`config.mk`:
```
export PLATFORM = sky130hd
export DESIGN_NAME = hdlc_stat_reg
export DESIGN_NICKNAME = d
export VERILOG_FILES = /design/src/rtl/hdlc_stat_pkg.sv /design/src/rtl/hdlc_stat_sticky.sv /design/src/rtl/hdlc_stat_level.sv /design/src/rtl/hdlc_stat_ctrl.sv /design/src/rtl/hdlc_stat_reg.sv
export SDC_FILE = /design/constraint.sdc
export NUM_CORES = 1
export LEC_CHECK = 0
export ABC_AREA = 1
export BUFFER_PORTS_ARGS = -buffer_cell sky130_fd_sc_hd__buf_2
export CORE_MARGIN = 2
export CORE_UTILIZATION = 46
export DETAILED_ROUTE_END_ITERATION = 8
export PLACE_DENSITY = 0.78
export SETUP_SLACK_MARGIN = 0.05
export SYNTH_ARGS = -nofsm -noshare
export SYNTH_HDL_FRONTEND = slang
export SYNTH_HIERARCHICAL = 1
export SYNTH_SLANG_ARGS = --single-unit
```
`constraint.sdc`:
```
create_clock -name clk -period 1.59 [get_ports clk]
set_input_delay 0.318 -clock clk [delete_from_list [all_inputs] [get_ports clk]]
set_output_delay 0.318 -clock clk [all_outputs]
set_load 0.03 [all_outputs]
```
`src/rtl/hdlc_stat_pkg.sv`:
```
package hdlc_stat_pkg;
  // Status word bit positions (software decodes these)
  localparam int unsigned P_BOC_CHG  = 7;
  localparam int unsigned P_PKT_END  = 6;
  localparam int unsigned P_PKT_OPEN = 5;
  localparam int unsigned P_RX_HALF  = 4;
  localparam int unsigned P_RX_NE    = 3;
  localparam int unsigned P_TX_HALFE = 2;
  localparam int unsigned P_TX_NF    = 1;
  localparam int unsigned P_TX_END   = 0;

  // Index of each recorded event inside the sticky vector
  localparam int unsigned NUM_EV  = 4;
  localparam int unsigned E_TXEND = 0;
  localparam int unsigned E_OPEN  = 1;
  localparam int unsigned E_END   = 2;
  localparam int unsigned E_BOC   = 3;

  localparam logic ADDR_STAT = 1'b0;
  localparam logic ADDR_CTRL = 1'b1;
endpackage

```
`src/rtl/hdlc_stat_sticky.sv`:
```
module hdlc_stat_sticky #(
  parameter int unsigned N = 4
) (
  input  logic         clk,
  input  logic         rst,
  input  logic         clr,
  input  logic [N-1:0] set,
  output logic [N-1:0] q
);
  for (genvar i = 0; i < N; i++) begin : g_bit
    always_ff @(posedge clk) begin
      if (rst) q[i] <= 1'b0;
      else     q[i] <= set[i] | (q[i] & ~clr);
    end

    AST_EVENT_WINS: assert property (@(posedge clk) disable iff (rst)
      set[i] |=> q[i]);
    AST_CLEAR_ON_READ: assert property (@(posedge clk) disable iff (rst)
      (clr && !set[i]) |=> !q[i]);
    AST_HOLD_UNTIL_READ: assert property (@(posedge clk) disable iff (rst)
      (q[i] && !clr) |=> q[i]);
  end
endmodule

```
`src/rtl/hdlc_stat_level.sv`:
```
module hdlc_stat_level #(
  parameter int unsigned DEPTH  = 64,
  parameter int unsigned FILL_W = $clog2(DEPTH + 1)
) (
  input  logic              clk,
  input  logic              rst,
  input  logic [FILL_W-1:0] rx_fill,
  input  logic [FILL_W-1:0] tx_fill,
  output logic              rx_half,
  output logic              rx_ne,
  output logic              tx_half_empty,
  output logic              tx_nf
);
  localparam logic [FILL_W-1:0] HALF = FILL_W'(DEPTH / 2);
  localparam logic [FILL_W-1:0] FULL = FILL_W'(DEPTH);

  always_ff @(posedge clk) begin
    if (rst) begin
      rx_half       <= 1'b0;
      rx_ne         <= 1'b0;
      tx_half_empty <= 1'b0;
      tx_nf         <= 1'b0;
    end else begin
      rx_half       <= rx_fill > HALF;
      rx_ne         <= rx_fill != '0;
      tx_half_empty <= tx_fill < HALF;
      tx_nf         <= tx_fill < FULL;
    end
  end

  AST_HALF_FULL_NOT_EMPTY: assert property (@(posedge clk) disable iff (rst)
    rx_half |-> rx_ne);
  AST_HALF_EMPTY_NOT_FULL: assert property (@(posedge clk) disable iff (rst)
    tx_half_empty |-> tx_nf);
endmodule

```
`src/rtl/hdlc_stat_ctrl.sv`:
```
module hdlc_stat_ctrl #(
  parameter int unsigned CTL_W = 2
) (
  input  logic             clk,
  input  logic             rst,
  input  logic             wr_en,
  input  logic             wr_addr,
  input  logic [CTL_W-1:0] wr_data,
  output logic [CTL_W-1:0] ctl
);
  import hdlc_stat_pkg::*;

  logic hit;
  assign hit = wr_en && (wr_addr == ADDR_CTRL);

  always_ff @(posedge clk) begin
    if (rst)      ctl <= '0;
    else if (hit) ctl <= wr_data;
  end

  AST_CTRL_ONLY_ON_WRITE: assert property (@(posedge clk) disable iff (rst)
    !hit |=> $stable(ctl));
endmodule

```
`src/rtl/hdlc_stat_reg.sv`:
```
module hdlc_stat_reg #(
  parameter int unsigned DEPTH  = 64,
  parameter int unsigned FILL_W = $clog2(DEPTH + 1),
  parameter int unsigned CTL_W  = 2
) (
  input  logic              clk,
  input  logic              rst,
  input  logic              rd_en,
  input  logic              rd_addr,
  output logic [7:0]        rd_data,
  input  logic              wr_en,
  input  logic              wr_addr,
  input  logic [CTL_W-1:0]  wr_data,
  input  logic              boc_valid,
  input  logic              rx_frame_ok,
  input  logic              rx_crc_err,
  input  logic              rx_overrun,
  input  logic              rx_abort,
  input  logic              rx_open,
  input  logic              tx_msg_done,
  input  logic [FILL_W-1:0] rx_fill,
  input  logic [FILL_W-1:0] tx_fill,
  output logic              irq,
  output logic              ctl_no_stuff,
  output logic              ctl_no_crc
);
  import hdlc_stat_pkg::*;

  logic              boc_q;
  logic [NUM_EV-1:0] ev;
  logic [NUM_EV-1:0] held;
  logic              stat_rd;
  logic              lv_rx_half, lv_rx_ne, lv_tx_halfe, lv_tx_nf;
  logic [CTL_W-1:0]  ctl;
  logic [7:0]        stat_word;

  // Code-detector edge tracking; reset state is "no code"
  always_ff @(posedge clk) begin
    if (rst) boc_q <= 1'b0;
    else     boc_q <= boc_valid;
  end

  always_comb begin
    ev          = '0;
    ev[E_BOC]   = boc_valid ^ boc_q;
    ev[E_END]   = rx_frame_ok | rx_crc_err | rx_overrun | rx_abort;
    ev[E_OPEN]  = rx_open;
    ev[E_TXEND] = tx_msg_done;
  end

  assign stat_rd = rd_en && (rd_addr == ADDR_STAT);

  hdlc_stat_sticky #(.N(NUM_EV)) u_sticky (
    .clk (clk),
    .rst (rst),
    .clr (stat_rd),
    .set (ev),
    .q   (held)
  );

  hdlc_stat_level #(.DEPTH(DEPTH), .FILL_W(FILL_W)) u_level (
    .clk           (clk),
    .rst           (rst),
    .rx_fill       (rx_fill),
    .tx_fill       (tx_fill),
    .rx_half       (lv_rx_half),
    .rx_ne         (lv_rx_ne),
    .tx_half_empty (lv_tx_halfe),
    .tx_nf         (lv_tx_nf)
  );

  hdlc_stat_ctrl #(.CTL_W(CTL_W)) u_ctrl (
    .clk     (clk),
    .rst     (rst),
    .wr_en   (wr_en),
    .wr_addr (wr_addr),
    .wr_data (wr_data),
    .ctl     (ctl)
  );

  always_comb begin
    stat_word             = '0;
    stat_word[P_BOC_CHG]  = held[E_BOC];
    stat_word[P_PKT_END]  = held[E_END];
    stat_word[P_PKT_OPEN] = held[E_OPEN];
    stat_word[P_RX_HALF]  = lv_rx_half;
    stat_word[P_RX_NE]    = lv_rx_ne;
    stat_word[P_TX_HALFE] = lv_tx_halfe;
    stat_word[P_TX_NF]    = lv_tx_nf;
    stat_word[P_TX_END]   = held[E_TXEND];
  end

  always_ff @(posedge clk) begin
    if (rst)             rd_data <= '0;
    else if (rd_en) begin
      if (stat_rd)       rd_data <= stat_word;
      else               rd_data <= 8'(ctl);
    end
  end

  assign irq          = |held;
  assign ctl_no_stuff = ctl[1];
  assign ctl_no_crc   = ctl[0];

  AST_RDATA_HOLD: assert property (@(posedge clk) disable iff (rst)
    !rd_en |=> $stable(rd_data));
  AST_IRQ_DROPS_AFTER_READ: assert property (@(posedge clk) disable iff (rst)
    (stat_rd && ev == '0) |=> !irq);
  AST_BOC_STEADY_QUIET: assert property (@(posedge clk) disable iff (rst)
    (stat_rd && $stable(boc_valid) && boc_valid == boc_q) |=> !held[E_BOC]);
endmodule

```
# Word-level counts from Yosys, hierarchy flattened
# Index checks and enable logic that the tools add are counted.
dict set report totals {
  register_bits 19
  input_bits 29
  output_inout_bits 11
}
dict set report classes {
  order_cmp 3
  reduce_logical 4
  muxes 1
  bitwise 14
}
# operator n
set ops {}
lappend ops {{$mux 8} 1}
lappend ops {{$gt 7x6->1 const B} 1}
lappend ops {{$lt 7x6->1 const B} 1}
lappend ops {{$lt 7x7->1 const B} 1}
lappend ops {{$or 1x1->1} 7}
lappend ops {{$reduce_bool 7->1} 1}
lappend ops {{$and 1x1->1} 4}
lappend ops {{$reduce_or 4->1} 1}
lappend ops {{$logic_and 1x1->1} 2}
lappend ops {{$not 1->1} 2}
lappend ops {{$xor 1x1->1} 1}

# Depth between registers and ports, before layout
# Gate-level depths: netlist of the first run.
dict set report depth {
  word_depth 5
  ltp_mapped 5
}

# By module
# Netlist of the first run, hierarchy kept.
# module area_each_um2 seq_area_each_um2 n_inst cells_each
set by_module_without_submodules {}
lappend by_module_without_submodules {hdlc_stat_reg 390.4 180.2 1 55}
lappend by_module_without_submodules {hdlc_stat_level 147.6 80.1 1 20}
lappend by_module_without_submodules {hdlc_stat_sticky 133.9 80.1 1 17}
lappend by_module_without_submodules {hdlc_stat_ctrl 87.6 40.0 1 14}

# Worst setup path after synthesis of the first run
# No wires, ideal clock.
dict set report synth_path {
  path_kind {flip-flop to output port}
  from {register u_sticky.q[0]}
  to {output irq}
  arrival_time_ns 0.583
  slack_ns 0.689
  stages_incl_launch_ff 3
  required_time_ns 1.272
  path_cell_list {dfxtp_1 nor2_1 nand2_1}
}
dict set report synth_via {
  elab_chain_cells 1
}
# item line
set synth_lines {}
lappend synth_lines {{start: declaration} hdlc_stat_sticky.sv:8} ;# output logic [N-1:0] q
lappend synth_lines {{start signal: indexed assignment} hdlc_stat_sticky.sv:13} ;# else q[i] <= set[i] | (q[i] & ~clr);
lappend synth_lines {{$reduce_or 4->1} hdlc_stat_reg.sv:101} ;# assign irq = |held;
lappend synth_lines {{end: declaration} hdlc_stat_reg.sv:23} ;# output logic irq,
# No other way between the ends.

# Worst setup path in the final report of the first run
# Ends and elaborated chain as after synthesis.

==> reports/results.txt, run 1 <==
Max Clock Skew -> 0.551 ps
Global-route wire length before repair -> 2520 microns
Max-Cap Viols -> 0
Util after Layout -> 0.626
Mapped Area -> 759 sq um
Tightest Hold Check Type -> in2reg
Hold path cells -> 2
Post-Syn Area per Cell -> 7.16 sq um
Cts repair resizes -> 0
Rel. slew slack -> 0.792
Detailed Route WL -> 1470 microns
Core Box Area -> 1520 sq um
Gr usage total -> 0.173
CTS Buf Count -> 3
Vert. Die Dim -> 44.6 microns
DR vias -> 758
Post-synthesis sequential area ratio -> 0.501
Number of remaining DRC errors -> 0
Total Die Area -> 1990 sq um
First-pass iteration count of the detailed router -> 4
Die width -> 44.6 microns
WL/cell -> 9.32 microns
DP Area -> 927 sq um
Run status -> finished clean
Postcts setup bufs -> 0
Ant diodes -> 0
Final Power -> 0.000894 W
Worst EP arrival -> 980 ps
Achievable Freq -> 0.771 GHz
Clock Sink Count -> 19
#FFs+latches synth -> 19
Worst Tran Pin Value -> 311 ps
CTS tree -> built
Cell area after layout -> 953 sq um
Worst setup SP type -> flop
Clock transition at path regs -> 100 ps
Yosys cell types -> 12
CTS H-tree depth -> 1
Clk root buf -> clkbuf_4
Initial antenna violation count -> 0
Critical Path Fanout Max -> 3
DRT iter0 DRCs -> 13
Rows -> 14
Critical Path RT -> 1270 ps
Ports -> 40
Placement Setup Slack -> 469 ps
Layout cell share with drive strength beyond 1 -> 0.296
Via-to-Cell Ratio -> 4.80
Commonest non-fill, non-tap cells in the layout -> buf_2 (34), nand2_1 (25), nor2_1 (21)
Kind of critical path -> reg2out
Worst-Skew Late Latency -> 290 ps
VDD IR-drop max -> 625 uV
Hold buffer count at cts -> 0
Synthesized Nets -> 135
Synth top area cells -> dfxtp_1 (50%), nand2_1 (12%), nor2_1 (10%), a21oi_1 (6.6%), inv_1 (6.4%)
Final Max Tran Viols -> 0
Post-synth top area cell -> dfxtp_1
Setup ws final -> 293 ps
Initial Utilization -> 0.498
Unrepaired setup endpoints after global routing -> false
Synthesis-to-finish area growth -> 25.5%
Antenna Nets Post-Route -> 0
Syn Inst Count -> 106
Commonest non-fill, non-tap cell in the layout -> buf_2
RD Place Congestion -> 0.693
Layout Nets -> 172
Crit. End Element -> primary output
Fin crit share -> 0.816
Setup_tns -> 0 ps
Synth warn -> 6
Final setup viols -> 0
PwrDens -> 938 nW/um^2
Vias in the first global route -> 662
Hold Fails Final Rpt -> 0
Cell depth of the worst flop-to-flop path -> 3
Post-detail-place hpwl -> 1110 microns
Post-synth top area share -> 0.501
Pin count of the biggest net entering global routing -> 19
GR Overflow Total -> 0
Longest Clk Path Bufs -> 2
Tmin final -> 1300 ps
Pleak -> 0.519 nW
IO Port Bufs -> 34
==> final cells by class <==
class                      instances  area, sq um
clock buffer                       4         26.3
fill                             154          571
inverter                          15         56.3
multi-input combinational         70          300
sequential                        19          380
tap                               16         20.0
timing repair buffer              34          170
==> path summary, 6_finish.rpt <==
check	start	endpoint	slack [ps]
setup / recovery	u_sticky/q[0]$_SDFF_PP0_	irq	290
hold / removal	tx_fill[5]	u_level/tx_half_empty$_SDFF_PP0_	170
setup reg to reg	boc_q$_SDFF_PP0_	u_sticky/q[3]$_SDFF_PP0_	860
hold reg to reg	u_level/tx_half_empty$_SDFF_PP0_	rd_data[2]$_SDFFE_PP0P_	470
==> sequential cells by signal (all words and copies together) (netlist names) <==
name,flops
u_ctrl/ctl,2
u_level/rx_ne,1
rd_data,8
u_level/tx_half_empty,1
boc_q,1
u_level/rx_half,1
u_level/tx_nf,1
u_sticky/q,4
==> metrics by stage <==
| step | instances | hold slack [ps] |
|---|---|---|
| finish | 158 | 174 |
| CTS | 158 | 167 |
| global placement | 154 | 449 |
| floorplan | 106 | 385 |
| detailed placement | 154 | 452 |
| global route | 158 | 165 |
==> critical path, cell delays in order (launching register included) <==
cell and delay, ps:
dfxtp_1 340, nor2_1 120, nand2_1 60, buf_2 170
==> logic make-up after synthesis <==
group,synth area share
simple gates,0.318
flops,0.501
buf+inv,0.104
compound gates,0.0659
xor+xnor,0.0115
==> power by group <==
part	total (W)	switching (W)	internal (W)
clock network	0.000236	0.000138	0.0000977
registers	0.000516	0.0000140	0.000502
logic	0.000142	0.0000876	0.0000547
==> layer usage <==
layer	global-route usage	share of wire	up-vias	wire [microns]
met5	0	0	-	0
met2	0.307	0.53	27	781
met1	0.198	0.40	333	591
met3	0.0367	0.055	2	81
li1	-	-	396	-
met4	0.0727	0.012	0	18
==> cells in the mapped netlist <==
master	count
nand2_1	25
nor2_1	21
dfxtp_1	19
inv_1	13
a21oi_1	10
nand3_1	9
buf_6	2
inv_2	2
nor2_2	2
nand2_2	1
nor3_1	1
xor2_1	1
No activity file was read; power rests on OpenSTA's default activity.
==> run 2: changes to the inputs <==
ABC_AREA = 0   (was 1)
CORE_UTILIZATION = 38   (was 46)
PLACE_DENSITY = 0.69   (was 0.78)
clock period = 1.05 ns   (was 1.59 ns; I/O delays follow)
==> run 2 against run 1 <==
Against the previous run:
- synthesized cell count is 27% lower
- cell count is 5.7% lower
- register-to-register slack got worse by 650 ps
- the flow now finishes with violations (negative setup slack)
- critical endpoint unchanged
- utilization is 4.4 points lower
- non-clock buffer count increased by 10
==> reports/results.txt, run 2 <==
Critical Path RT -> 840 ps (-430 ps)
Top cells by count, synth -> dfxtp_1 (19), a21oi_1 (13), nand2b_1 (10)
CTS tree -> built
Vias in the first global route -> 603 (-8.9%)
DR vias -> 683 (-9.9%)
Synth warn -> 6 (unchanged)
First-pass iteration count of the detailed router -> 4 (unchanged)
Net Sw Power -> 0.000367 W (+53%)
Clock Sink Count -> 19 (unchanged)
Post-synth top area share -> 0.506 (+0.00500)
Hold Fails Final Rpt -> 0 (unchanged)
Post-synth top area cell -> dfxtp_1
Failing checks -> negative setup slack
Clock transition at path regs -> 110 ps (about the same)
VDD IR-drop max -> 756 uV (+21%)
CTS H-tree depth -> 1 (unchanged)
Final Max Tran Viols -> 0 (unchanged)
Ports -> 40 (unchanged)
Max Clock Skew -> 0.465 ps (-0.0868 ps)
Yosys cell types -> 19 (+7)
Worst EP arrival -> 1300 ps (+320 ps)
Longest Clk Path Bufs -> 2 (unchanged)
Synth Flop Type -> dfxtp_1
Post-synth EDFFs -> 0 (unchanged)
Vert. Die Dim -> 48.5 microns (+8.6%)
Post-synthesis sequential area ratio -> 0.506 (+0.00500)
Mapped Area -> 752 sq um (-0.99%)
Post-detail-place hpwl -> 1130 microns (+2.1%)
Achievable Freq -> 0.662 GHz
Setup ws final -> -461 ps (-754 ps)
Run status -> complete, but fails checks
Rel. slew slack -> 0.767 (-0.0253)
Layout filler cell count -> 189 (+23%)
Global-route wire length before repair -> 2580 microns (+2.5%)
PwrDens -> 1250 nW/um^2 (+34%)
Synthesized Nets -> 106 (-21%)
GR Overflow Total -> 0 (unchanged)
IO Port Bufs -> 34 (unchanged)
Detailed Route WL -> 1610 microns (+9.2%)
Post-Syn Area per Cell -> 9.77 sq um (+36%)
Setup_tns -> -461 ps (-461 ps)
Layout cell share with drive strength beyond 1 -> 0.516 (+0.221)
#FFs+latches synth -> 19 (unchanged)
Critical Path Fanout Max -> 2 (-1)
Comb power frac -> 0.181 (+0.022)
Switch share -> 0.262 (-0.00659)
Async SR Flop Fraction -> 0 (unchanged)
Antenna Nets Post-Route -> 0 (unchanged)
DRT iter0 DRCs -> 4 (-9)
Unrepaired setup endpoints after global routing -> true
Max-Cap Viols -> 0 (unchanged)
Tmin final -> 1510 ps
Die width -> 48.5 microns (+8.6%)
Commonest non-fill, non-tap cell in the layout -> buf_2
Worst setup SP type -> flop
Pleak -> 0.507 nW (-2.2%)
Fin crit share -> 1.44
Top Registers -> rd_data x8, u_sticky/q x4, u_ctrl/ctl x2
Most flop-heavy register -> rd_data
Commonest non-fill, non-tap cells in the layout -> buf_2 (23), a21oi_1 (13), buf_6 (11), dfxtp_2 (11)
Crit. End Element -> primary output
Number of remaining DRC errors -> 0 (unchanged)
Register share of total power -> 0.558 (-0.019)
Gr usage total -> 0.139 (-0.0338)
Initial antenna violation count -> 0 (unchanged)
Core Box Area -> 1920 sq um (+26%)
Top-count cell post-synth -> dfxtp_1
RD Place Congestion -> 0.729 (+5.2%)
Layout Nets -> 152 (-12%)
Synthesis-to-finish area growth -> 48.8%
Synth top area cells -> dfxtp_1 (51%), a21oi_1 (8.7%), nand2b_1 (8.3%), nand3b_1 (6.0%), buf_6 (3.0%)
Worst Tran Pin Value -> 349 ps (+38.0 ps)
Ant diodes -> 0 (unchanged)
Final Power -> 0.00140 W (+57%)
Tightest Hold Check Type -> in2reg
CTS Buf Count -> 3 (unchanged)
Pin count of the biggest net entering global routing -> 20 (+1)
Syn Inst Count -> 77 (-27%)
Total Die Area -> 2350 sq um (+18%)
Rows -> 16 (+2)
Final setup viols -> 1 (+1)
Clk pwr share -> 0.261 (-0.003)
Worst-Skew Late Latency -> 290 ps (about the same)
Initial Utilization -> 0.391 (-0.107)
Clk root buf -> clkbuf_4
Via-to-Cell Ratio -> 4.58 (-4.5%)
Largest register FFs -> 8 (unchanged)
Kind of critical path -> reg2out
Pint -> 0.00104 W (+58%)
WL/cell -> 10.8 microns (+16%)
[run 2: final cells by class]
class,instances,area [sq um],area share
clock buffers,3,22.5,0.0201
well taps,27,33.8,0.0302
repair buffers,44,314,0.281
clock inverters,1,5.00,0.00447
multi-input cells,51,334,0.299
flip-flops and latches,19,394,0.352
inverters,4,15.0,0.0134
[run 2: final timing paths]
check             depth (start not counted)                              from  slack [ps]                                to
setup / recovery                          2          u_sticky/q[0]$_SDFF_PP0_        -460                               irq
hold reg to reg                           2  u_level/tx_half_empty$_SDFF_PP0_         460           rd_data[2]$_SDFFE_PP0P_
setup reg to reg                          3        u_ctrl/ctl[1]$_SDFFE_PP0P_         210        u_ctrl/ctl[1]$_SDFFE_PP0P_
hold / removal                            2                        tx_fill[5]          60  u_level/tx_half_empty$_SDFF_PP0_
[run 2: repair_timing]
action / CTS / global route
pin swaps: 0 / 1
setup endpoints to repair: 11 / 11
resized for setup: 31 / 2
hold buffers: 0 / 0
hold endpoints to repair: 0 / 0
setup buffers: 1 / 4
[run 2: cells by family after synthesis]
| family | after synthesis | synth area share |
|---|---|---|
| simple gates | 30 | 0.251 |
| mux | 2 | 0.0266 |
| flops | 19 | 0.506 |
| compound gates | 18 | 0.150 |
| buf+inv | 7 | 0.0549 |
| xor+xnor | 1 | 0.0116 |
[run 2: metrics by stage]
step,cells,setup slack [ps],utilization,hold WS [ps],cell area [sq um]
after floorplan,77,-49.8,-,277,756
after global placement,140,-150,0.505,376,971
after detailed placement,140,-155,0.505,379,971
after CTS,145,-472,0.565,62.8,1090
after global routing,149,-504,0.582,44.5,1120
final,149,-461,0.582,62.2,1120
[run 2: routing by layer]
metal | up-vias | track usage | share of wire
li1 | 356 | - | -
met1 | 306 | 0.176 | 0.45
met2 | 19 | 0.227 | 0.51
met3 | 2 | 0.00926 | 0.031
met4 | 0 | 0.100 | 0.0081
met5 | - | 0 | 0
[run 2: power by group through the flow]
stage                     clock (W)  combinational (W)  sequential (W)
after floorplan                   0          0.0000916        0.000822
after CTS                  0.000371           0.000247        0.000781
after global routing       0.000412           0.000277        0.000787
final                      0.000367           0.000253        0.000782
after detailed placement          0           0.000221        0.000792
after global placement            0           0.000215        0.000791
[run 2: critical path, stage by stage, from the launching register on]
cell,delay (ps)
dfxtp_1,330
or4_4,530
buf_6,150
==> run 3: changes to the inputs <==
CORE_UTILIZATION = 45   (was 38)
PLACE_DENSITY = 0.77   (was 0.69)
clock period = 1.8 ns   (was 1.05 ns; I/O delays follow)
==> run 3 against run 2 <==
Against the previous run:
- via count decreased by 7.9%
- the flow now finishes without violations
- sequential share of layout area increased by 5.1 points
- routed wire length decreased by 15%
- critical path type unchanged
- cell count decreased by 14%
- flip-flop and latch count unchanged
- highest routed layer unchanged
- utilization increased by 3.0 points
- largest power group unchanged
- critical endpoint unchanged
- largest cell class unchanged
- non-clock buffer count decreased by 10
- hold slack improved by 160 ps
==> reports/results.txt, run 3 (same netlist as run 2, synthesis figures left out) <==
Run status -> finished clean
Global-route wire length before repair -> 2340 microns (-9.3%)
Critical Path RT -> 1440 ps (+600 ps)
Clock Sink Count -> 19 (unchanged)
Ports -> 40 (unchanged)
Cts repair resizes -> 0 (-100%)
Rel. slew slack -> 0.777 (+0.00962)
CP cell instances -> or4_1 -> buf_2
Gr usage total -> 0.155 (+0.0158)
Worst EP arrival -> 1330 ps (+30 ps)
Commonest non-fill, non-tap cells in the layout -> buf_2 (34), dfxtp_1 (19), a21oi_1 (13)
Max Clock Skew -> 4.13 ps (+3.66 ps)
Layout cell share with drive strength beyond 1 -> 0.366 (-0.150)
Largest register FFs -> 8 (unchanged)
Number of remaining DRC errors -> 0 (unchanged)
Final Max Tran Viols -> 0 (unchanged)
Tmin final -> 1690 ps
Hold buffer count at cts -> 0 (unchanged)
Max-Cap Viols -> 0 (unchanged)
CP delay by family, top -> simple AND/OR/NAND/NOR gates
Achievable Freq -> 0.590 GHz
PwrDens -> 819 nW/um^2 (-35%)
Worst setup SP type -> flop
Setup_tns -> 0 ps (+461 ps)
CTS H-tree depth -> 1 (unchanged)
Commonest non-fill, non-tap cell in the layout -> buf_2
WL met2 -> 643 microns (-21%)
Hold Fails Final Rpt -> 0 (unchanged)
Worst-Skew Late Latency -> 290 ps (about the same)
DR vias -> 629 (-7.9%)
Core Box Area -> 1540 sq um (-20%)
Rows -> 14 (-2)
Critical Path Max Stage Delay -> 520 ps (about the same)
IO Port Bufs -> 34 (unchanged)
VDD IR-drop max -> 350 uV (-54%)
Top Registers -> rd_data x8, u_sticky/q x4, u_ctrl/ctl x2
Longest Clk Path Bufs -> 2 (unchanged)
Final setup viols -> 0 (-1)
RD Place Congestion -> 0.681 (-6.7%)
Clock transition at path regs -> 110 ps (about the same)
Antenna Nets Post-Route -> 0 (unchanged)
Crit path buf inv count -> 1 (unchanged)
CTS tree -> built
Unrepaired setup endpoints after global routing -> false
GR Overflow Total -> 0 (unchanged)
Most flop-heavy register -> rd_data
Post-Route M1 WL -> 634 microns (-13%)
Util after Layout -> 0.612 (+0.0300)
Initial Utilization -> 0.488 (+0.0965)
Total Die Area -> 2010 sq um (-14%)
WL/cell -> 10.6 microns (-1.6%)
Crit. End Element -> primary output
Vert. Die Dim -> 44.9 microns (-7.4%)
Clk root buf -> clkbuf_4
Inst Count DP -> 124 (-11%)
Kind of critical path -> reg2out
Vias in the first global route -> 625 (+3.6%)
Worst Tran Pin Value -> 335 ps (-14.4 ps)
Top sig layer -> met4
Critical-path top delay cell -> or4_1
Postcts setup bufs -> 0 (-1)
Ant diodes -> 0 (unchanged)
Pin count of the biggest net entering global routing -> 20 (unchanged)
Layout Nets -> 142 (-6.6%)
Final Non-Filler Cells -> 128 (-14%)
Routed met3 length -> 67 microns (+34%)
First-pass iteration count of the detailed router -> 4 (unchanged)
Critical Path Fanout Max -> 3 (+1)
Pleak -> 0.438 nW (-14%)
DRT iter0 DRCs -> 10 (+6)
Post-detail-place hpwl -> 1020 microns (-10%)
Die width -> 44.9 microns (-7.4%)
Fin crit share -> 0.941
Via-to-Cell Ratio -> 4.91 (+7.2%)
Tightest Hold Check Type -> in2reg
Detailed Route WL -> 1360 microns (-15%)
Synthesis-to-finish area growth -> 25.5%
CTS Buf Count -> 3 (unchanged)
Initial antenna violation count -> 0 (unchanged)
-- run 3: cell count changes in the layout (fill, tap and decap cells not counted), sizes merged --
cell  change
buf      -10
-- run 3: worst register-to-register path: cells and delay by family, from the launching register on --
kind / cells / cell delay (ps)
AOI/OAI and AO/OA: 2 / 380
DFF: 1 / 390
-- run 3: where the power goes --
group / internal [W] / leakage, nW / switching (W)
sequential: 0.000442 / 0.157 / 0.0000114
clock: 0.0000824 / 0.0177 / 0.000124
combinational: 0.0000498 / 0.264 / 0.0000634
-- run 3: area by class of cell --
cell class              instances  area, sq um
fillers                       145          598
flip-flops and latches         19          380
multi-input cells              51          330
repair buffers                 34          170
clock buffers                   3         22.5
well taps                      16         20.0
inverters                       4         15.0
clock inverters                 1         5.00
-- run 3: per-stage QoR --
stage / setup slack [ps] / power, W / area, sq um / hold slack (ps)
after detailed placement: 423 / 0.000577 / 916 / 455
after global placement: 440 / 0.000573 / 916 / 451
final: 106 / 0.000773 / 943 / 225
after global routing: 72.3 / 0.000808 / 943 / 211
after CTS: 88.6 / 0.000779 / 943 / 220
after floorplan: 461 / 0.000531 / 752 / 427
-- run 3: worst paths after layout --
kind / startpoint / to / slack (ps) / cells past startpoint
worst min-delay path: tx_fill[5] / u_level/tx_half_empty$_SDFF_PP0_ / 230 / 2
worst min register to register: rd_data[2]$_SDFFE_PP0P_ / rd_data[2]$_SDFFE_PP0P_ / 470 / 2
worst max-delay path: u_sticky/q[2]$_SDFF_PP0_ / irq / 110 / 2
worst max register to register: u_ctrl/ctl[1]$_SDFFE_PP0P_ / u_ctrl/ctl[1]$_SDFFE_PP0P_ / 980 / 2
-- run 3: layer usage --
layer | vias up | track usage
met4 | 0 | 0.0706
met2 | 19 | 0.261
li1 | 335 | -
met5 | - | 0
met3 | 2 | 0.0360
met1 | 273 | 0.188
